`src/rtl/sc_pkg.sv`:
```
package sc_pkg;
  typedef enum logic [1:0] {
    LVL_SCAN  = 2'b00,
    LVL_BLANK = 2'b01,
    LVL_CLAMP = 2'b10
  } sc_level_e;

  function automatic logic [1:0] sc_encode(input logic clamp, input logic blank);
    if (clamp)      return LVL_CLAMP;
    else if (blank) return LVL_BLANK;
    else            return LVL_SCAN;
  endfunction
endpackage

```
`src/rtl/sc_edge_det.sv`:
```
module sc_edge_det (
  input  logic clk,
  input  logic rst_n,
  input  logic sig_i,
  output logic rise_o,
  output logic fall_o
);
  logic prev_q;

  always_ff @(posedge clk or negedge rst_n) begin
    if (!rst_n) prev_q <= 1'b0;
    else        prev_q <= sig_i;
  end

  assign rise_o = sig_i & ~prev_q;
  assign fall_o = ~sig_i & prev_q;
endmodule

```
`src/rtl/sc_oneshot.sv`:
```
module sc_oneshot #(
  parameter int MAXW = 70,
  localparam int CW  = $clog2(MAXW + 1)
) (
  input  logic          clk,
  input  logic          rst_n,
  input  logic          trig_i,
  input  logic [CW-1:0] width_i,
  output logic          active_o,
  output logic          last_o
);
  logic [CW-1:0] cnt_q;

  always_ff @(posedge clk or negedge rst_n) begin
    if (!rst_n)                        cnt_q <= '0;
    else if (cnt_q != '0)              cnt_q <= cnt_q - CW'(1);
    else if (trig_i)                   cnt_q <= width_i;
  end

  assign active_o = (cnt_q != '0);
  assign last_o   = (cnt_q == CW'(1));

  AST_ONESHOT_LOAD: assert property (@(posedge clk) disable iff (!rst_n)
    (trig_i && !active_o) |=> (cnt_q == $past(width_i))) else $error("oneshot load");
  AST_RETRIG_IGNORED: assert property (@(posedge clk) disable iff (!rst_n)
    (trig_i && active_o) |=> (cnt_q == $past(cnt_q) - CW'(1))) else $error("retrigger");
endmodule

```
`src/rtl/sc_force_blank.sv`:
```
module sc_force_blank (
  input  logic clk,
  input  logic rst_n,
  input  logic st_softstart,
  input  logic st_hunlock,
  input  logic st_search,
  input  logic st_no_flyback,
  input  logic st_xray,
  input  logic st_low_supply,
  input  logic unlock_off_i,
  output logic force_o
);
  logic fault;
  logic unlock;

  assign fault   = st_softstart | st_no_flyback | st_xray | st_low_supply;
  assign unlock  = st_hunlock & st_search & ~unlock_off_i;
  assign force_o = fault | unlock;

  AST_UNLOCK_MASK: assert property (@(posedge clk) disable iff (!rst_n)
    (unlock_off_i && !fault) |-> !force_o) else $error("unlock mask");
endmodule

```
`src/rtl/sc_sandcastle_gen.sv`:
```
module sc_sandcastle_gen #(
  parameter int CLAMP_CYC    = 70,
  parameter int VB_SHORT_CYC = 26000,
  parameter int VB_LONG_CYC  = 35000
) (
  input  logic       clk,
  input  logic       rst_n,
  input  logic       hsync,
  input  logic       vsync,
  input  logic       cfg_clamp_lead,
  input  logic       cfg_vblank_long,
  input  logic       cfg_unlock_blank_off,
  input  logic       st_softstart,
  input  logic       st_hunlock,
  input  logic       st_search,
  input  logic       st_no_flyback,
  input  logic       st_xray,
  input  logic       st_low_supply,
  output logic [1:0] level_o
);
  import sc_pkg::*;

  localparam int VB_MAX = (VB_LONG_CYC > VB_SHORT_CYC) ? VB_LONG_CYC : VB_SHORT_CYC;
  localparam int CCW    = $clog2(CLAMP_CYC + 1);
  localparam int VCW    = $clog2(VB_MAX + 1);
  localparam int RW     = CCW + 1;

  logic h_rise, h_fall, v_rise, v_fall;
  logic clamp_trig, clamp_act, clamp_last;
  logic vb_act, vb_last, force_blank;
  logic init_q;
  logic [VCW-1:0] vb_width;

  sc_edge_det u_hedge (.clk(clk), .rst_n(rst_n), .sig_i(hsync), .rise_o(h_rise), .fall_o(h_fall));
  sc_edge_det u_vedge (.clk(clk), .rst_n(rst_n), .sig_i(vsync), .rise_o(v_rise), .fall_o(v_fall));

  assign clamp_trig = cfg_clamp_lead ? h_rise : h_fall;

  sc_oneshot #(.MAXW(CLAMP_CYC)) u_clamp (
    .clk(clk), .rst_n(rst_n), .trig_i(clamp_trig),
    .width_i(CCW'(CLAMP_CYC)), .active_o(clamp_act), .last_o(clamp_last)
  );

  assign vb_width = cfg_vblank_long ? VCW'(VB_LONG_CYC) : VCW'(VB_SHORT_CYC);

  sc_oneshot #(.MAXW(VB_MAX)) u_vblank (
    .clk(clk), .rst_n(rst_n), .trig_i(v_rise),
    .width_i(vb_width), .active_o(vb_act), .last_o(vb_last)
  );

  sc_force_blank u_force (
    .clk(clk), .rst_n(rst_n),
    .st_softstart(st_softstart), .st_hunlock(st_hunlock), .st_search(st_search),
    .st_no_flyback(st_no_flyback), .st_xray(st_xray), .st_low_supply(st_low_supply),
    .unlock_off_i(cfg_unlock_blank_off), .force_o(force_blank)
  );

  // Hold blanking from reset until the first vertical scan begins.
  always_ff @(posedge clk or negedge rst_n) begin
    if (!rst_n)       init_q <= 1'b1;
    else if (vb_last) init_q <= 1'b0;
  end

  assign level_o = sc_encode(clamp_act, vb_act | force_blank | init_q);

  // Checker state: length of the current clamp run.
  logic [RW-1:0] run_q;
  always_ff @(posedge clk or negedge rst_n) begin
    if (!rst_n)         run_q <= '0;
    else if (clamp_act) run_q <= run_q + RW'(1);
    else                run_q <= '0;
  end

  AST_CODE_LEGAL: assert property (@(posedge clk) disable iff (!rst_n)
    level_o != 2'b11) else $error("illegal code");
  AST_CLAMP_WIDTH: assert property (@(posedge clk) disable iff (!rst_n)
    $fell(clamp_act) |-> (run_q == RW'(CLAMP_CYC))) else $error("clamp width");
  AST_CLAMP_PRIO: assert property (@(posedge clk) disable iff (!rst_n)
    (clamp_act && (vb_act || force_blank)) |-> (level_o == LVL_CLAMP)) else $error("prio");
  AST_FAULT_BLANK: assert property (@(posedge clk) disable iff (!rst_n)
    ((st_xray || st_softstart || st_no_flyback || st_low_supply) && !clamp_act)
      |-> (level_o == LVL_BLANK)) else $error("fault blank");
  AST_INIT_BLANK: assert property (@(posedge clk) disable iff (!rst_n)
    init_q |-> (level_o != LVL_SCAN)) else $error("init blank");
  AST_VB_START: assert property (@(posedge clk) disable iff (!rst_n)
    (v_rise && !vb_act) |=> vb_act) else $error("vblank start");

  logic unused_ok;
  assign unused_ok = v_fall ^ clamp_last;
endmodule

```
`config.mk`:
```
export PLATFORM = sky130hd
export DESIGN_NAME = sc_sandcastle_gen
export DESIGN_NICKNAME = d
export VERILOG_FILES = /design/src/rtl/sc_pkg.sv /design/src/rtl/sc_edge_det.sv /design/src/rtl/sc_oneshot.sv /design/src/rtl/sc_force_blank.sv /design/src/rtl/sc_sandcastle_gen.sv
export SDC_FILE = /design/constraint.sdc
export NUM_CORES = 1
export LEC_CHECK = 0
export CAP_MARGIN = 5
export CELL_PAD_IN_SITES_DETAIL_PLACEMENT = 2
export CELL_PAD_IN_SITES_GLOBAL_PLACEMENT = 2
export CORE_MARGIN = 5
export CORE_UTILIZATION = 36
export CTS_CLUSTER_SIZE = 12
export DETAILED_ROUTE_END_ITERATION = 8
export DONT_BUFFER_PORTS = 1
export PLACE_DENSITY = 0.76
export SLEW_MARGIN = 20
export SYNTH_ARGS = -nofsm -noshare
export SYNTH_HDL_FRONTEND = slang
export SYNTH_SLANG_ARGS = --single-unit
```
`constraint.sdc`:
```
create_clock -name clk -period 1.7 [get_ports clk]
set_clock_uncertainty 0.15 [all_clocks]
set_input_delay 0.085 -clock clk [delete_from_list [all_inputs] [get_ports clk]]
set_output_delay 0.085 -clock clk [all_outputs]
set_load 0.01 [all_outputs]
```
==> results of run 1 <==
## cells by family after synthesis
| group | Yosys count | share of synthesized area (%) |
|---|---|---|
| mux | 4 | 2.88 |
| xor+xnor | 9 | 5.18 |
| buf+inv | 11 | 3.70 |
| simple gates | 77 | 32.2 |
| compound gates | 23 | 9.94 |
| fa+ha+maj | 4 | 3.29 |
| flops | 26 | 42.8 |
## timing repair
item,in CTS
hold buffers,6
endpoints found under the setup margin,23
hold endpoints to repair,37
pin swaps,15
setup buffers,10
resized for setup,39
## metrics by stage
stage / setup TNS (ns) / std cells / worst slack [ns] / util [%] / area, µm²
after floorplan: -0.0182 / 154 / -0.0182 / - / 1540
after global placement: -0.156 / 241 / -0.0373 / 46.3 / 1880
after detailed placement: -1.35 / 241 / -0.125 / 46.3 / 1880
after CTS: -1.98 / 260 / -0.210 / 54.9 / 2230
==> results.cfg, run 1 <==
[outcome]
error_line = [ERROR DPL-0033] detailed placement checks failed during check placement.
lastStage = 5_1_grt
outcome = did not finish

[timing]
worst-endpoint-pin-kind = register input
grt-worst-endpoint = u_vblank.cnt_q[12]$_DFFE_PN0P_/D

[cts]
ctsLongestPathBuffers = 2
ctsHtreeMaxLevel = 1
cts_buffers = 3
ctsRootBufferMaster = clkbuf_8
cts_sinks = 26

[placement]
gp_congestion = 0.893
io_buffers = 0
hpwl_um = 3800

[synthesis]
synth_cells = 154
postSynthAreaPerCell_um2 = 9.89
yosysUniqueCellTypes = 47
synth_ff_type = dfrtp_1
synth_top_area_share_pct = 41.1
synth_area_leaders = dfrtp_1 41%, nor2_1 3.9%, ha_1 3.3%
ys_warn_count = 0
synth_common_cells = 25 x dfrtp_1, 16 x nor2_1, 9 x a21oi_1, 9 x nor3_1, 8 x nand2_1
ys_ff_latch = 26
netlist_area_um2 = 1520
synth-seq-area-share_pct = 42.8
synth.net_count = 171
ys_async_sr_fraction_pct = 100
yosysMostFrequentCell = dfrtp_1
synth-edff-count = 0
synth_area_leader_cell = dfrtp_1

[grt]
antenna_found_initial = 0
grt_max_degree = 27

[die]
die_h_um = 75.0
die_width_um = 75.0
initial_core_util_pct = 37.5
io_pins = 15
fp-row-count = 23
==> inputs of run 2 (changes only) <==
- CELL_PAD_IN_SITES_DETAIL_PLACEMENT: 2 -> default
- CELL_PAD_IN_SITES_GLOBAL_PLACEMENT: 2 -> default
- CORE_UTILIZATION: 36 -> 40
- CTS_CLUSTER_SIZE: 12 -> default
- PLACE_DENSITY: 0.76 -> default
- PLACE_DENSITY_LB_ADDON: default -> 0.15
- clock period: 1.7 -> 2.2 ns (I/O delays scaled with it)
==> run 2 against run 1 <==
Net effect: the flow now finishes without violations; synthesized cell count is the same; synthesized area is the same.
==> results.cfg, run 2 <==
[layout]
drive_above_1_share_pct = 19.0
fill_cells = 359
nNetsFinal = 186
largest_reg_flops = 16
seqCellArea_um2 = 652
top_register = u_vblank.cnt_q
n_antenna_cell = 0
layout_common_cells = 25 x dfrtp_1, 16 x nor2_1, 9 x nor3_1
reg_top3 = u_vblank.cnt_q x16, u_clamp.cnt_q x7
multi_input_area_um2 = 827
layout_commonest_cell = dfrtp_1
syn_to_final_growth_pct = 14.3
post-route-util_pct = 47.2

[die]
die_width_um = 71.7
initial_core_util_pct = 41.3
core_area_um2 = 3690
io_pins = 15
dieArea_um2 = 5140
fp-row-count = 22
die_h_um = 71.7

[critical_path]
worst_ep_required_time_ns = 1.94
crit_type = reg -> out
end_kind = output port
critical-path-slowest-cell = or3_1
startpoint = u_clamp.cnt_q[2]$_DFFE_PN0P_
cp.arrival_ns = 1.84
reg2reg_from = u_vblank.cnt_q[2]$_DFFE_PN0P_
cp-start-kind = flop
worst_path_largest_cell_delay_ns = 0.47
path_cells = or3_1 > nor3_4 > inv_1 > a21oi_2
cp_max_fo = 6

[synthesis]
synth_area_leaders = dfrtp_1 41%, nor2_1 3.9%, ha_1 3.3%
synth_area_leader_cell = dfrtp_1
ys_warn_count = 0
synth-edff-count = 0
synth-seq-area-share_pct = 42.8
synth_ff_type = dfrtp_1
synth_top_area_share_pct = 41.1
synth.net_count = 171
ys_ff_latch = 26
synth_cells = 154
synth_common_cells = 25 x dfrtp_1, 16 x nor2_1, 9 x a21oi_1, 9 x nor3_1, 8 x nand2_1
netlist_area_um2 = 1520
yosysUniqueCellTypes = 47
ys_async_sr_fraction_pct = 100
postSynthAreaPerCell_um2 = 9.89
yosysMostFrequentCell = dfrtp_1

[detailed_routing]
first_pass_iters = 4
wirelength_um = 3290
viasPerCell = 5.56
wire_per_inst_um = 15.3
drc = 0
via_count = 1202
first_iter_violations = 45
postRouteAntennaNets = 0

[timing]
tns_ns = 0
tightest_slew_ns = 0.583
clock.fmax_mhz = 477
hold_ws_ns = 0.0298
slew_violations = 0
finalHoldViolations = 0
min_period_ns = 2.10
period_share_pct = 95.4
slew_headroom_pct = 61.0
rsz0062_at_grt = no
setup_violations = 0

[cts]
cts.reportedPaths.clkPinSlew_ns = 0.09
ctsRootBufferMaster = clkbuf_8
cts_tree = built
cts_sinks = 26
ctsLongestPathBuffers = 2
insertion_delay_ns = 0.27
cts_buffers = 3
ctsHtreeMaxLevel = 1

[grt]
grt_usage_pct = 14.2
grt_pass1_wl_um = 5840
antenna_found_initial = 0
grt_max_degree = 27
grt-ovfl-total = 0
first_global_vias = 1168

[outcome]
outcome = complete, no violations

[placement]
gp_congestion = 0.905
io_buffers = 0
hpwl_um = 2410

[min_path]
worstHoldPathType = in -> reg
min_from = cfg_vblank_long

[power_and_ir_drop]
power_density_nw_per_um2 = 902
ir_drop_mv = 0.465
p_leak_nw = 0.713

[flow_run]
drv_cap = 0
[run 2: cell counts after synthesis]
Identical to the previous run, type by type.
[run 2: cell type report]
type | count | area share (%)
Clock buffer | 4 | 2.59
Inverter | 7 | 1.51
Multi-Input combinational cell | 117 | 47.5
Sequential cell | 26 | 37.5
Tap cell | 48 | 3.45
Timing Repair Buffer | 14 | 7.48
[run 2: logic make-up after synthesis]
kind of cell	synth area share (%)
compound gates	9.94
xor+xnor	5.18
fa+ha+maj	3.29
buf+inv	3.70
flops	42.8
mux	2.88
simple gates	32.2
[run 2: repair_timing]
item	CTS	global route
pin swaps	1	1
resized for setup	2	2
hold buffers	6	0
endpoints found under the setup margin	1	6
setup buffers	0	3
endpoints found under the hold margin	35	0
[run 2: final timing paths]
| path | end | slack, ns | cells past startpoint |
|---|---|---|---|
| setup / recovery | level_o[0] | 0.10 | 4 |
| hold reg to reg | init_q$_DFFE_PN1P_ | 0.34 | 1 |
| max in group asynchronous | init_q$_DFFE_PN1P_ | 1.55 | 2 |
| setup reg to reg | u_vblank.cnt_q[7]$_DFFE_PN0P_ | 0.25 | 3 |
| hold / removal | u_vblank.cnt_q[11]$_DFFE_PN0P_ | 0.03 | 3 |
| min in group asynchronous | u_vedge.prev_q$_DFF_PN0_ | 0.12 | 2 |
[run 2: metrics by stage]
step | setup WS (ns) | instances | cell area, µm² | power, mW
floorplan | 0.438 | 154 | 1520 | 1.14
global placement | 0.264 | 203 | 1590 | 1.25
detailed placement | 0.0858 | 203 | 1590 | 1.26
CTS | 0.0400 | 213 | 1710 | 1.57
global route | 0.0231 | 216 | 1740 | 1.70
finish | 0.102 | 216 | 1740 | 1.57
[run 2: per-layer routing]
metal	up-vias	wire length, µm	global-route usage [%]
met3	4	102	1.68
met2	23	1430	19.9
met5	-	0	0
met4	0	32	4.38
met1	584	1730	22.3
li1	591	-	-
[run 2: worst max-delay path, delay by kind of cell (launching register included)]
family | cells | cell delay [ns]
flops | 1 | 0.41
simple gates | 2 | 0.78
compound gates | 1 | 0.19
buf+inv | 1 | 0.18
[run 2: power breakdown]
group / total [mW] / switching, mW / internal [mW]
Combinational: 0.505 / 0.258 / 0.247
Clock: 0.275 / 0.146 / 0.130
Sequential: 0.790 / 0.184 / 0.606
Total: 1.57 / 0.587 / 0.982
(Power assumes the default switching activity.)
==> inputs of run 3 (changes only) <==
- CORE_AREA: default -> 5 5 66 68
- CORE_MARGIN: 5 -> default
- CORE_UTILIZATION: 40 -> default
- DIE_AREA: default -> 0 0 71 73
==> run 3 against run 2 <==
Net effect: routed wire length up 0.82%; power up 1.7%; register-to-register slack worse by 0.04 ns; clock power up 14%; non-clock buffer count down 4; worst hold slack better by 0.022 ns; fmax down 0.78%; final area down 1.3%; setup slack worse by 0.016 ns; critical endpoint unchanged; highest routed layer unchanged.
==> results.cfg, run 3 (same netlist as run 2, synthesis figures left out) <==
[outcome]
outcome = complete, no violations

[cts]
cts_buffers = 3
ctsRootBufferMaster = clkbuf_8
insertion_delay_ns = 0.27
ctsHtreeMaxLevel = 1
cts_sinks = 26
cts_tree = built
ctsLongestPathBuffers = 2
postCtsSetupBuffers = 0
cts.reportedPaths.clkPinSlew_ns = 0.09

[layout]
final_cell_count_no_fill = 214
nNetsFinal = 182
largest_reg_flops = 16
post-route-util_pct = 45.2
syn_to_final_growth_pct = 12.8
reg_top3 = u_vblank.cnt_q x16, u_clamp.cnt_q x7
layout_common_cells = 25 x dfrtp_1, 16 x nor2_1, 9 x nor3_1, 9 x a21oi_1, 8 x nand2_1
top_register = u_vblank.cnt_q
n_antenna_cell = 0
layout_commonest_cell = dfrtp_1
drive_above_1_share_pct = 17.1

[power_and_ir_drop]
p_leak_nw = 0.697
pwr-share-clk_pct = 19.6
power.switching_uw = 589
ir_drop_mv = 0.426
p_sw_share_pct = 36.9
combPwrFrac_pct = 31.5
seq_power_share_pct = 48.9
intPower_mw = 1.01
power_density_nw_per_um2 = 930
power_mw = 1.60

[placement]
hpwl_um = 2480
io_buffers = 0
dp_worst_setup_slack_ns = 0.0952
place_inst = 204
gp_congestion = 0.845

[detailed_routing]
postRouteAntennaNets = 0
wire_per_inst_um = 15.5
first_iter_violations = 32
drc = 0
wirelength_um = 3320
via_count = 1209
first_pass_iters = 4
viasPerCell = 5.65

[critical_path]
cp.arrival_ns = 1.85
cp-start-kind = flop
worst_ep_required_time_ns = 1.94
crit_type = reg -> out
cp_max_fo = 9
end_kind = output port
reg2reg_from = u_vblank.cnt_q[2]$_DFFE_PN0P_
startpoint = u_vblank.cnt_q[0]$_DFFE_PN0P_

[timing]
slew_violations = 0
finalHoldViolations = 0
setup_violations = 0
timing.final.ws_setup_ns = 0.0851
period_share_pct = 96.1
slew_headroom_pct = 60.3
clock.fmax_mhz = 473
tns_ns = 0
rsz0062_at_grt = no
tightest_slew_ns = 0.593
min_period_ns = 2.11

[die]
initial_core_util_pct = 40.1
io_pins = 15
die_width_um = 71
dieArea_um2 = 5180
die_h_um = 73
fp-row-count = 23
core_area_um2 = 3800

[grt]
antenna_found_initial = 0
grt_max_degree = 27
grt_pass1_wl_um = 5570
grt-ovfl-total = 0
grt_usage_pct = 13.8
first_global_vias = 1190

[flow_run]
drv_cap = 0

[min_path]
min_from = cfg_clamp_lead
worstHoldPathType = in -> reg
## run 3: layer usage
metal  track usage [%]  wire length, µm  vias to the layer above
li1                  -                -                      584
met1              17.2             1480                      594
met3              2.62              150                        6
met5                 0                0                        -
met4              7.31               76                        0
met2              22.6             1620                       25
## run 3: path summary, 6_finish.rpt
check / cells past startpoint / end / slack [ns]
hold / removal: 3 / u_clamp.cnt_q[1]$_DFFE_PN0P_ / 0.05
setup / recovery: 5 / level_o[0] / 0.09
hold reg to reg: 1 / init_q$_DFFE_PN1P_ / 0.34
setup reg to reg: 5 / u_vblank.cnt_q[13]$_DFFE_PN0P_ / 0.21
max in group asynchronous: 2 / init_q$_DFFE_PN1P_ / 1.55
min in group asynchronous: 2 / u_clamp.cnt_q[1]$_DFFE_PN0P_ / 0.11
## run 3: repair_timing
item	in CTS	in global routing
gates resized for setup	2	0
setup endpoints to repair	1	0
hold buffers	6	0
endpoints found under the hold margin	37	0
## run 3: through the flow
stage | hold WS [ns] | instance area, µm²
global route | 0.0805 | 1720
CTS | 0.0480 | 1720
floorplan | -0.336 | 1520
detailed placement | -0.335 | 1590
global placement | -0.335 | 1590
finish | 0.0515 | 1720
## run 3: area by class of cell
type / instances / area, µm²
well taps: 50 / 62.6
inverters: 7 / 26.3
repair buffers: 10 / 100
flip-flops and latches: 26 / 652
fillers: 384 / 2080
multi-input cells: 117 / 822
clock buffers: 4 / 55.1
## run 3: power groups by stage
| stage | clock (mW) | sequential, mW | combinational [mW] |
|---|---|---|---|
| 2_1_floorplan | 0 | 0.744 | 0.396 |
| 3_3_place_gp | 0 | 0.780 | 0.476 |
| 3_5_place_dp | 0 | 0.783 | 0.487 |
| 4_1_cts | 0.327 | 0.778 | 0.510 |
| 5_1_grt | 0.350 | 0.800 | 0.565 |
| 6_report | 0.313 | 0.781 | 0.503 |
## run 3: worst max-delay path, cell delays in order, from the launching register on
cell and delay [ns]:
dfrtp_1 0.46, inv_1 0.09, ha_1 0.23, nor4b_2 0.17, and4_2 0.33, a21oi_1 0.29
